## config.mk

```make
export PLATFORM = sky130hd
export DESIGN_NAME = i2c_cmd_framer
export DESIGN_NICKNAME = d
export VERILOG_FILES = /design/src/rtl/i2c_cf_pkg.sv /design/src/rtl/i2c_cf_filter.sv /design/src/rtl/i2c_cf_fsm.sv /design/src/rtl/i2c_cmd_framer.sv
export SDC_FILE = /design/constraint.sdc
export NUM_CORES = 1
export LEC_CHECK = 0
export BUFFER_PORTS_ARGS = -buffer_cell sky130_fd_sc_hd__clkbuf_2
export CORE_UTILIZATION = 45
export CTS_BUF_LIST = sky130_fd_sc_hd__clkbuf_4 sky130_fd_sc_hd__clkbuf_8
export DETAILED_ROUTE_END_ITERATION = 10
export PLACE_DENSITY = 0.66
export SLEW_MARGIN = 20
export SYNTH_ARGS = -nofsm -noshare
export SYNTH_HDL_FRONTEND = slang
export SYNTH_SLANG_ARGS = --single-unit
```

## constraint.sdc

```tcl
create_clock -name clk_i -period 2.4 [get_ports clk_i]
set_clock_uncertainty 0.2 [all_clocks]
set_input_delay 0.12 -clock clk_i [delete_from_list [all_inputs] [get_ports clk_i]]
set_output_delay 0.12 -clock clk_i [all_outputs]
set_load 0.02 [all_outputs]
```

## src/rtl/i2c_cf_pkg.sv

```systemverilog
package i2c_cf_pkg;
  typedef enum logic [2:0] {
    ST_IDLE, ST_ADDR, ST_AACK, ST_WR, ST_WACK, ST_RD, ST_RACK
  } cf_state_e;
  localparam logic [3:0] ADDR_PREFIX = 4'b1110;
  localparam int unsigned BYTE_W = 8;
  localparam int unsigned CMD_W  = 2 * BYTE_W;
endpackage

```

## src/rtl/i2c_cf_filter.sv

```systemverilog
module i2c_cf_filter #(
  parameter int unsigned FILT_LEN = 3
) (
  input  logic clk_i,
  input  logic rst_ni,
  input  logic line_i,
  output logic line_o
);
  logic [1:0]          sync_q;
  logic [FILT_LEN-1:0] win_q;

  // output moves only when the whole window agrees
  always_ff @(posedge clk_i or negedge rst_ni) begin
    if (!rst_ni) begin
      sync_q <= '1;
      win_q  <= '1;
      line_o <= 1'b1;
    end else begin
      sync_q <= {sync_q[0], line_i};
      win_q  <= {win_q[FILT_LEN-2:0], sync_q[1]};
      if (&win_q)       line_o <= 1'b1;
      else if (~|win_q) line_o <= 1'b0;
    end
  end
endmodule

```

## src/rtl/i2c_cf_fsm.sv

```systemverilog
module i2c_cf_fsm
  import i2c_cf_pkg::*;
(
  input  logic              clk_i,
  input  logic              rst_ni,
  input  logic              scl_i,
  input  logic              sda_i,
  input  logic [2:0]        addr_pins_i,
  input  logic [BYTE_W-1:0] status_i,
  output logic              sda_oe_o,
  output logic [CMD_W-1:0]  cmd_o,
  output logic              cmd_valid_o,
  output logic              idle_o
);
  localparam int unsigned CNT_W = $clog2(BYTE_W + 1);

  cf_state_e         state_q;
  logic              scl_q, sda_q;
  logic [CNT_W-1:0]  bit_cnt_q;
  logic [BYTE_W-1:0] shift_q, hold_q, tx_q;
  logic              rw_q, byte_idx_q, mack_q;

  logic scl_rise, scl_fall, start_c, stop_c, byte_done;
  assign scl_rise  = scl_i & ~scl_q;
  assign scl_fall  = ~scl_i & scl_q;
  assign start_c   = scl_i & scl_q & sda_q & ~sda_i;
  assign stop_c    = scl_i & scl_q & ~sda_q & sda_i;
  assign byte_done = (bit_cnt_q == CNT_W'(BYTE_W));
  assign idle_o    = (state_q == ST_IDLE);

  always_ff @(posedge clk_i or negedge rst_ni) begin
    if (!rst_ni) begin
      state_q     <= ST_IDLE;
      scl_q       <= 1'b1;
      sda_q       <= 1'b1;
      bit_cnt_q   <= '0;
      shift_q     <= '0;
      hold_q      <= '0;
      tx_q        <= '0;
      rw_q        <= 1'b0;
      byte_idx_q  <= 1'b0;
      mack_q      <= 1'b0;
      sda_oe_o    <= 1'b0;
      cmd_o       <= '0;
      cmd_valid_o <= 1'b0;
    end else begin
      scl_q       <= scl_i;
      sda_q       <= sda_i;
      cmd_valid_o <= 1'b0;
      if (start_c) begin
        state_q    <= ST_ADDR;
        bit_cnt_q  <= '0;
        byte_idx_q <= 1'b0;
        sda_oe_o   <= 1'b0;
      end else if (stop_c) begin
        state_q    <= ST_IDLE;
        byte_idx_q <= 1'b0;
        sda_oe_o   <= 1'b0;
      end else begin
        unique case (state_q)
          ST_ADDR, ST_WR: begin
            if (scl_rise) begin
              shift_q   <= {shift_q[BYTE_W-2:0], sda_i};
              bit_cnt_q <= bit_cnt_q + 1'b1;
            end else if (scl_fall && byte_done) begin
              if (state_q == ST_WR) begin
                sda_oe_o <= 1'b1;
                if (!byte_idx_q) hold_q <= shift_q;
                state_q <= ST_WACK;
              end else if (shift_q[BYTE_W-1:1] == {ADDR_PREFIX, addr_pins_i}) begin
                sda_oe_o <= 1'b1;
                rw_q     <= shift_q[0];
                state_q  <= ST_AACK;
              end else begin
                state_q <= ST_IDLE;
              end
            end
          end
          ST_AACK: if (scl_fall) begin
            bit_cnt_q <= '0;
            if (rw_q) begin
              tx_q     <= '0;         // first read byte is zero
              sda_oe_o <= 1'b1;
              state_q  <= ST_RD;
            end else begin
              sda_oe_o <= 1'b0;
              state_q  <= ST_WR;
            end
          end
          ST_WACK: if (scl_fall) begin
            sda_oe_o  <= 1'b0;
            bit_cnt_q <= '0;
            if (byte_idx_q) begin
              cmd_o       <= {hold_q, shift_q};
              cmd_valid_o <= 1'b1;
              state_q     <= ST_IDLE;
            end else begin
              byte_idx_q <= 1'b1;
              state_q    <= ST_WR;
            end
          end
          ST_RD: begin
            if (scl_rise) begin
              bit_cnt_q <= bit_cnt_q + 1'b1;
            end else if (scl_fall) begin
              if (byte_done) begin
                sda_oe_o <= 1'b0;
                state_q  <= ST_RACK;
              end else begin
                sda_oe_o <= ~tx_q[BYTE_W-2];
                tx_q     <= {tx_q[BYTE_W-2:0], 1'b0};
              end
            end
          end
          ST_RACK: begin
            if (scl_rise) begin
              mack_q <= ~sda_i;
            end else if (scl_fall) begin
              if (mack_q && !byte_idx_q) begin
                byte_idx_q <= 1'b1;
                bit_cnt_q  <= '0;
                tx_q       <= status_i;
                sda_oe_o   <= ~status_i[BYTE_W-1];
                state_q    <= ST_RD;
              end else begin
                state_q <= ST_IDLE;
              end
            end
          end
          default: ;
        endcase
      end
    end
  end
endmodule

```

## src/rtl/i2c_cmd_framer.sv

```systemverilog
module i2c_cmd_framer
  import i2c_cf_pkg::*;
#(
  parameter int unsigned FILT_LEN = 3
) (
  input  logic              clk_i,
  input  logic              rst_ni,
  input  logic              scl_i,
  input  logic              sda_i,
  input  logic [2:0]        addr_pins_i,
  input  logic [BYTE_W-1:0] status_i,
  output logic              sda_oe_o,
  output logic [CMD_W-1:0]  cmd_o,
  output logic              cmd_valid_o
);
  localparam int unsigned N_LINES = 2;

  logic [N_LINES-1:0] raw_lines, filt_lines;
  logic scl_f, sda_f, fsm_idle;

  assign raw_lines = {scl_i, sda_i};

  for (genvar g = 0; g < N_LINES; g++) begin : g_filt
    i2c_cf_filter #(.FILT_LEN(FILT_LEN)) u_filt (
      .clk_i  (clk_i),
      .rst_ni (rst_ni),
      .line_i (raw_lines[g]),
      .line_o (filt_lines[g])
    );
  end

  assign scl_f = filt_lines[1];
  assign sda_f = filt_lines[0];

  i2c_cf_fsm u_fsm (
    .clk_i       (clk_i),
    .rst_ni      (rst_ni),
    .scl_i       (scl_f),
    .sda_i       (sda_f),
    .addr_pins_i (addr_pins_i),
    .status_i    (status_i),
    .sda_oe_o    (sda_oe_o),
    .cmd_o       (cmd_o),
    .cmd_valid_o (cmd_valid_o),
    .idle_o      (fsm_idle)
  );
endmodule

```

Yosys cells after proc, flatten, opt, wreduce, memory -nomap -nowiden
Cells that the tools add are included.
{"block": "totals", "regBits": 65, "input_bits": 15, "out_inout_bits": 18, "word_cells": 163}
{"block": "classes", "addsub": 1, "n_eq_ne": 35, "n_mux": 66, "n_bitwise": 18, "n_reduce_logical": 24}
{"operator": "7-bit two-way mux", "n": 8}
{"operator": "3-bit two-way mux", "n": 14}
{"operator": "1-bit two-way mux", "n": 30}
{"operator": "4-bit two-way mux", "n": 7}
{"operator": "4-bit by 1-bit inequality test with 1-bit output, second input constant", "n": 7}
{"operator": "11-bit AND reduction", "n": 2}
{"operator": "7-bit one-hot mux with 3 select lines", "n": 1}
{"operator": "7-bit AND reduction", "n": 3}
{"operator": "2-bit by 1-bit inequality test with 1-bit output, second input constant", "n": 8}
{"operator": "3-bit one-hot mux with 5 select lines", "n": 1}
{"operator": "3-bit by 1-bit inequality test with 1-bit output, second input constant", "n": 4}
{"operator": "4-bit inequality test, second input constant", "n": 3}
{"operator": "4-bit one-hot mux with 3 select lines", "n": 1}
{"operator": "1-bit inverter", "n": 11}
{"operator": "10-bit AND reduction", "n": 1}
{"operator": "5-bit AND reduction", "n": 2}
{"operator": "3-bit equality test, second input constant", "n": 3}
{"operator": "3-bit OR reduction", "n": 3}
{"operator": "4-bit AND reduction", "n": 2}
{"operator": "4-bit nonzero test", "n": 2}
{"operator": "1-bit bitwise AND", "n": 7}
{"operator": "7-bit equality test", "n": 1}
{"operator": "7-bit nonzero test", "n": 1}
{"operator": "3-bit by 2-bit equality test with 1-bit output, second input constant", "n": 2}
{"operator": "14 further kinds", "n": 20}

Logic depth before layout (Yosys ltp)
{"block": "depth", "word_depth": 8, "ltp_mapped": 7, "ltp_nobuf": 7}

Hierarchy
Synthesis repeated with hierarchy kept, for this count alone.
{"block": "hier_totals", "hier_cells": 248, "area_unflattened_um2": 2950.3}
{"module": "i2c_cf_fsm", "n_inst": 1, "cells_each": 228, "area_per_inst_um2": 2597.5, "seq_area_each_um2": 1328.8}
{"module": "i2c_cf_filter", "n_inst": 2, "cells_each": 10, "area_per_inst_um2": 176.4, "seq_area_each_um2": 157.7}

Worst setup path before layout
OpenSTA, ideal clock, no wires.
{"block": "synth_path", "path_kind": "reg-to-reg", "from": "register u_fsm.bit_cnt_q[0]", "to": "register u_fsm.hold_q[0]", "setup_ps": 125, "arrival_ps": 1754, "slack_ps": 321, "path_stages_with_launch": 8, "n_path_buf": 1, "path_cell_list": "dfrtp_1 -> inv_1 -> ha_1 -> nand3b_4 -> nor2_2 -> or4b_1 -> buf_4 -> mux2_4"}
{"block": "synth_between", "elab_chain_len": 3}
{"element": "from (decl)", "line": "i2c_cf_fsm.sv:19", "source": "logic [CNT_W-1:0] bit_cnt_q;"}
{"element": "from (signal assigned)", "line": "i2c_cf_fsm.sv:64", "source": "bit_cnt_q <= bit_cnt_q + 1'b1;"}
{"element": "from (signal assigned)", "line": "i2c_cf_fsm.sv:104", "source": "bit_cnt_q <= bit_cnt_q + 1'b1;"}
{"element": "4-bit equality test", "line": "i2c_cf_fsm.sv:28", "source": "assign byte_done = (bit_cnt_q == CNT_W'(BYTE_W));"}
{"element": "1-bit logical AND", "line": "i2c_cf_fsm.sv:65", "source": "end else if (scl_fall && byte_done) begin"}
{"element": "7-bit AND reduction (no source line)"}
{"element": "to (signal assigned)", "line": "i2c_cf_fsm.sv:68", "source": "if (!byte_idx_q) hold_q <= shift_q;"}
{"element": "to (decl)", "line": "i2c_cf_fsm.sv:20", "source": "logic [BYTE_W-1:0] shift_q, hold_q, tx_q;"}
Every way passes these cells.
A chain may end at the register's enable or synchronous reset.

Final worst setup path
{"block": "layout_path", "from": "register u_fsm.state_q[1]", "to": "register u_fsm.state_q[0]"}
{"block": "layout_between", "elab_chain_len": 7, "word_cells_on_any_way": 24, "cone_classes": "15 x eq/ne; 6 x mux; 3 x reduce/logical"}
{"element": "from (decl)", "line": "i2c_cf_fsm.sv:17", "source": "cf_state_e state_q;"}
{"element": "from (signal assigned)", "line": "i2c_cf_fsm.sv:33", "source": "state_q <= ST_IDLE;"}
{"element": "from (signal assigned)", "line": "i2c_cf_fsm.sv:51", "source": "state_q <= ST_ADDR;"}
{"element": "from (signal assigned)", "line": "i2c_cf_fsm.sv:56", "source": "state_q <= ST_IDLE;"}
{"element": "3-bit by 2-bit equality test with 1-bit output", "line": "i2c_cf_fsm.sv:60, i2c_cf_fsm.sv:66"}
{"element": "3-bit two-way mux", "line": "i2c_cf_fsm.sv:66", "source": "if (state_q == ST_WR) begin"}
{"element": "3-bit two-way mux", "line": "i2c_cf_fsm.sv:65"}
{"element": "3-bit two-way mux", "line": "i2c_cf_fsm.sv:62", "source": "if (scl_rise) begin"}
{"element": "3-bit one-hot mux with 5 select lines", "line": "i2c_cf_fsm.sv:60", "source": "unique case (state_q)"}
{"element": "3-bit two-way mux", "line": "i2c_cf_fsm.sv:55", "source": "end else if (stop_c) begin"}
{"element": "3-bit two-way mux", "line": "i2c_cf_fsm.sv:50", "source": "if (start_c) begin"}
Parallel ways exist; a longest one is shown, timed or not. The select of a mux whose other input is x is not followed.

==> flow_summary.toml <==
[timing]
slew_violations = 0
setup_tns_ps = 0
relSlewSlack = 0.579
min_period_over_period = 0.936
finalCriticalPeriod_ps = 2250
worstMarginPinSlew_ps = 625
setup_violations = 0
rsz0062_at_grt = "false"
fmax_mhz = 445
hold_violations = 0

[power_and_ir_drop]
cellLeakagePower_nw = 1.75
total_power_mw = 2.71
peakVddDrop_mv = 0.412
p_per_area_mw_per_mm2 = 757

[routing]
drt_wl_total_mm = 5.63
drt_iter0_drc = 149
route.vias.total = 2091
antenna_left = 0
drc = 2
wl_per_cell_um = 14.5
via_per_inst = 5.40
firstDrtPassIters = 8

[synth]
synth_async_sr_flop_share = 1.00
synth_edf_count = 0
netlist_instances = 256
yosysWarnings = 0
syn_nets = 273
syn_area_sq_mm = 0.00303
syn_area_per_cell_sq_um = 11.9
synth_cell_type_count = 61
synthFlopType = "dfrtp_1"
ys_seq_elements = 65
synth.yosys.seq_area_share = 0.542

[layout]
final_util = 0.558
area_growth_pct = 18.1
final_common_cell = "dfrtp_1"
nets = 322
antenna_cells = 0
final_layout_size_suffix_gt1_frac = 0.374
layout_common_cells = "dfrtp_1, nand2_1, clkbuf_2, mux2_2, dfstp_2"
design_area_sq_mm = 0.00358
fin_cells = 387
nFillCells = 538

[clock_tree]
postCtsSetupBuffers = 0
cts.sinks = 65
ctsHtreeMaxLevel = 3
cts_tree = "built"
cts.clk_slew.worst_paths_ps = 70
cts_root_buffer = "clkbuf_8"
max-clock-path-buffers = 2
insertion_delay_ps = 340
numCtsBuffers = 9

[worst_setup_path]
required_ps = 2420
cp-end-kind = "register"
crit_fanout = 17
path_class = "reg2reg"
startpoint_type = "register"
cp.arrival_ps = 2270

[outcome]
violations = "DRC"
run_status = "complete, but fails checks"

[grt]
grt_pass1_vias = 2057
track_usage = 0.181
grt_pass1_wl_mm = 10.0
antenna_found_initial = 0
grt_max_degree = 43
grt_overflow = 0

[floorplanning]
core_sq_mm = 0.00642
start_util = 0.472
die_w_um = 84.1
die_y_um = 84.1
ios = 33
die-area_sq_mm = 0.00708
rows = 29

[placed_design]
port_buffers = 32
place.gp.congestion = 0.849
post_dp_cell_area_sq_mm = 0.00329
dp.cells = 361
place_hpwl_mm = 3.93

[hold_path]
hold_class = "in2async"

[job]
cap_violations = 0
final cells by class:
class                   count  area (sq um)  share of cell area
clock buffers              11           139              0.0387
clock inverters             5          57.6              0.0161
multi-input cells         170          1290               0.360
repair buffers             51           328              0.0914
inverters                   8          30.0             0.00838
flip-flops and latches     65          1640               0.459
well taps                  77          96.3              0.0269
per-layer routing:
layer / share of wire / up-vias / GRT usage
li1: - / 1008 / -
met1: 0.46 / 1011 / 0.239
met2: 0.47 / 62 / 0.291
met3: 0.058 / 10 / 0.0544
met4: 0.012 / 0 / 0.0517
met5: 0 / - / 0
final timing paths:
| check | startpoint | endpoint | slack [ps] | depth (start not counted) |
|---|---|---|---|---|
| setup / recovery | u_fsm.state_q[1]$_DFFE_PN0P_ | u_fsm.state_q[0]$_DFFE_PN0P_ | 150 | 4 |
| hold / removal | rst_ni | u_fsm.cmd_o[8]$_DFFE_PN0P_ | 110 | 3 |
| setup reg to reg | u_fsm.state_q[1]$_DFFE_PN0P_ | u_fsm.state_q[0]$_DFFE_PN0P_ | 150 | 4 |
| hold reg to reg | g_filt[0].u_filt.sync_q[1]$_DFF_PN1_ | g_filt[0].u_filt.win_q[0]$_DFF_PN1_ | 160 | 0 |
| max in group asynchronous | rst_ni | g_filt[1].u_filt.win_q[0]$_DFF_PN1_ | 1440 | 3 |
| min in group clk_i | g_filt[0].u_filt.sync_q[1]$_DFF_PN1_ | g_filt[0].u_filt.win_q[0]$_DFF_PN1_ | 160 | 0 |
synth_stat cells (2+ instances only):
master,n,area share
dfrtp_1,51,0.42
nand2_1,38,0.047
mux2_2,21,0.078
dfstp_2,14,0.12
o21ai_0,11,0.018
a21oi_1,10,0.016
mux2_4,9,0.045
nor2_1,8,0.0099
a22o_1,6,0.017
inv_1,6,0.0074
nand3_1,6,0.0099
nand2b_1,5,0.010
buf_2,4,0.0066
buf_4,4,0.0099
clkbuf_1,4,0.0049
nand4b_1,3,0.0087
xor2_1,3,0.0087
and2b_1,2,0.0049
and3_1,2,0.0041
and3b_1,2,0.0058
ha_1,2,0.0082
mux2i_1,2,0.0066
o211ai_1,2,0.0049
o21ai_1,2,0.0033
o31ai_1,2,0.0049
or3_1,2,0.0041
critical path, cell delays in order (launching register included):
cell and delay, ps:
dfrtp_1 650, xnor2_1 220, a2111oi_2 490, o31a_2 270, mux2_4 300
stage by stage:
step / hold slack, ps / worst slack, ps
5_1_grt: 148 / 28.4
4_1_cts: 109 / 170
3_3_place_gp: -62.2 / 196
6_report: 110 / 153
2_1_floorplan: -376 / 321
3_5_place_dp: -66.6 / 188
registers in the layout, summed over array words and instances (netlist names):
register,cells
u_fsm.bit_cnt_q,4
u_fsm.scl_q,1
u_fsm.cmd_o,16
u_fsm.byte_idx_q,1
g_filt.u_filt.sync_q,4
u_fsm.shift_q,8
u_fsm.sda_q,1
u_fsm.cmd_valid_o,1
u_fsm.rw_q,1
g_filt.u_filt.win_q,6
u_fsm.mack_q,1
u_fsm.sda_oe_o,1
u_fsm.tx_q,7
g_filt.u_filt.line_o,2
u_fsm.state_q,3
u_fsm.hold_q,8
report_power, final:
| part | internal, mW | total, mW | switching [mW] | leakage [nW] |
|---|---|---|---|---|
| Clock | 0.503 | 0.903 | 0.400 | 0.104 |
| Sequential | 1.18 | 1.32 | 0.136 | 0.855 |
| Combinational | 0.230 | 0.495 | 0.265 | 0.792 |
| Total | 1.91 | 2.71 | 0.800 | 1.75 |
timing repair:
item,4_1_cts,5_1_grt
hold buffers,10,0
gates resized for setup,0,0
hold endpoints to repair,60,0
cells by family (layout without fill, tap and decap cells):
group	Yosys count	count (layout)	synth area share
xor+xnor	5	5	0.0169
compound gates	49	49	0.122
flops	65	65	0.542
fa+ha+maj	2	2	0.00825
mux	33	33	0.133
buf+inv	21	75	0.0330
simple gates	81	81	0.145
Power figures use the tool's default switching activity.
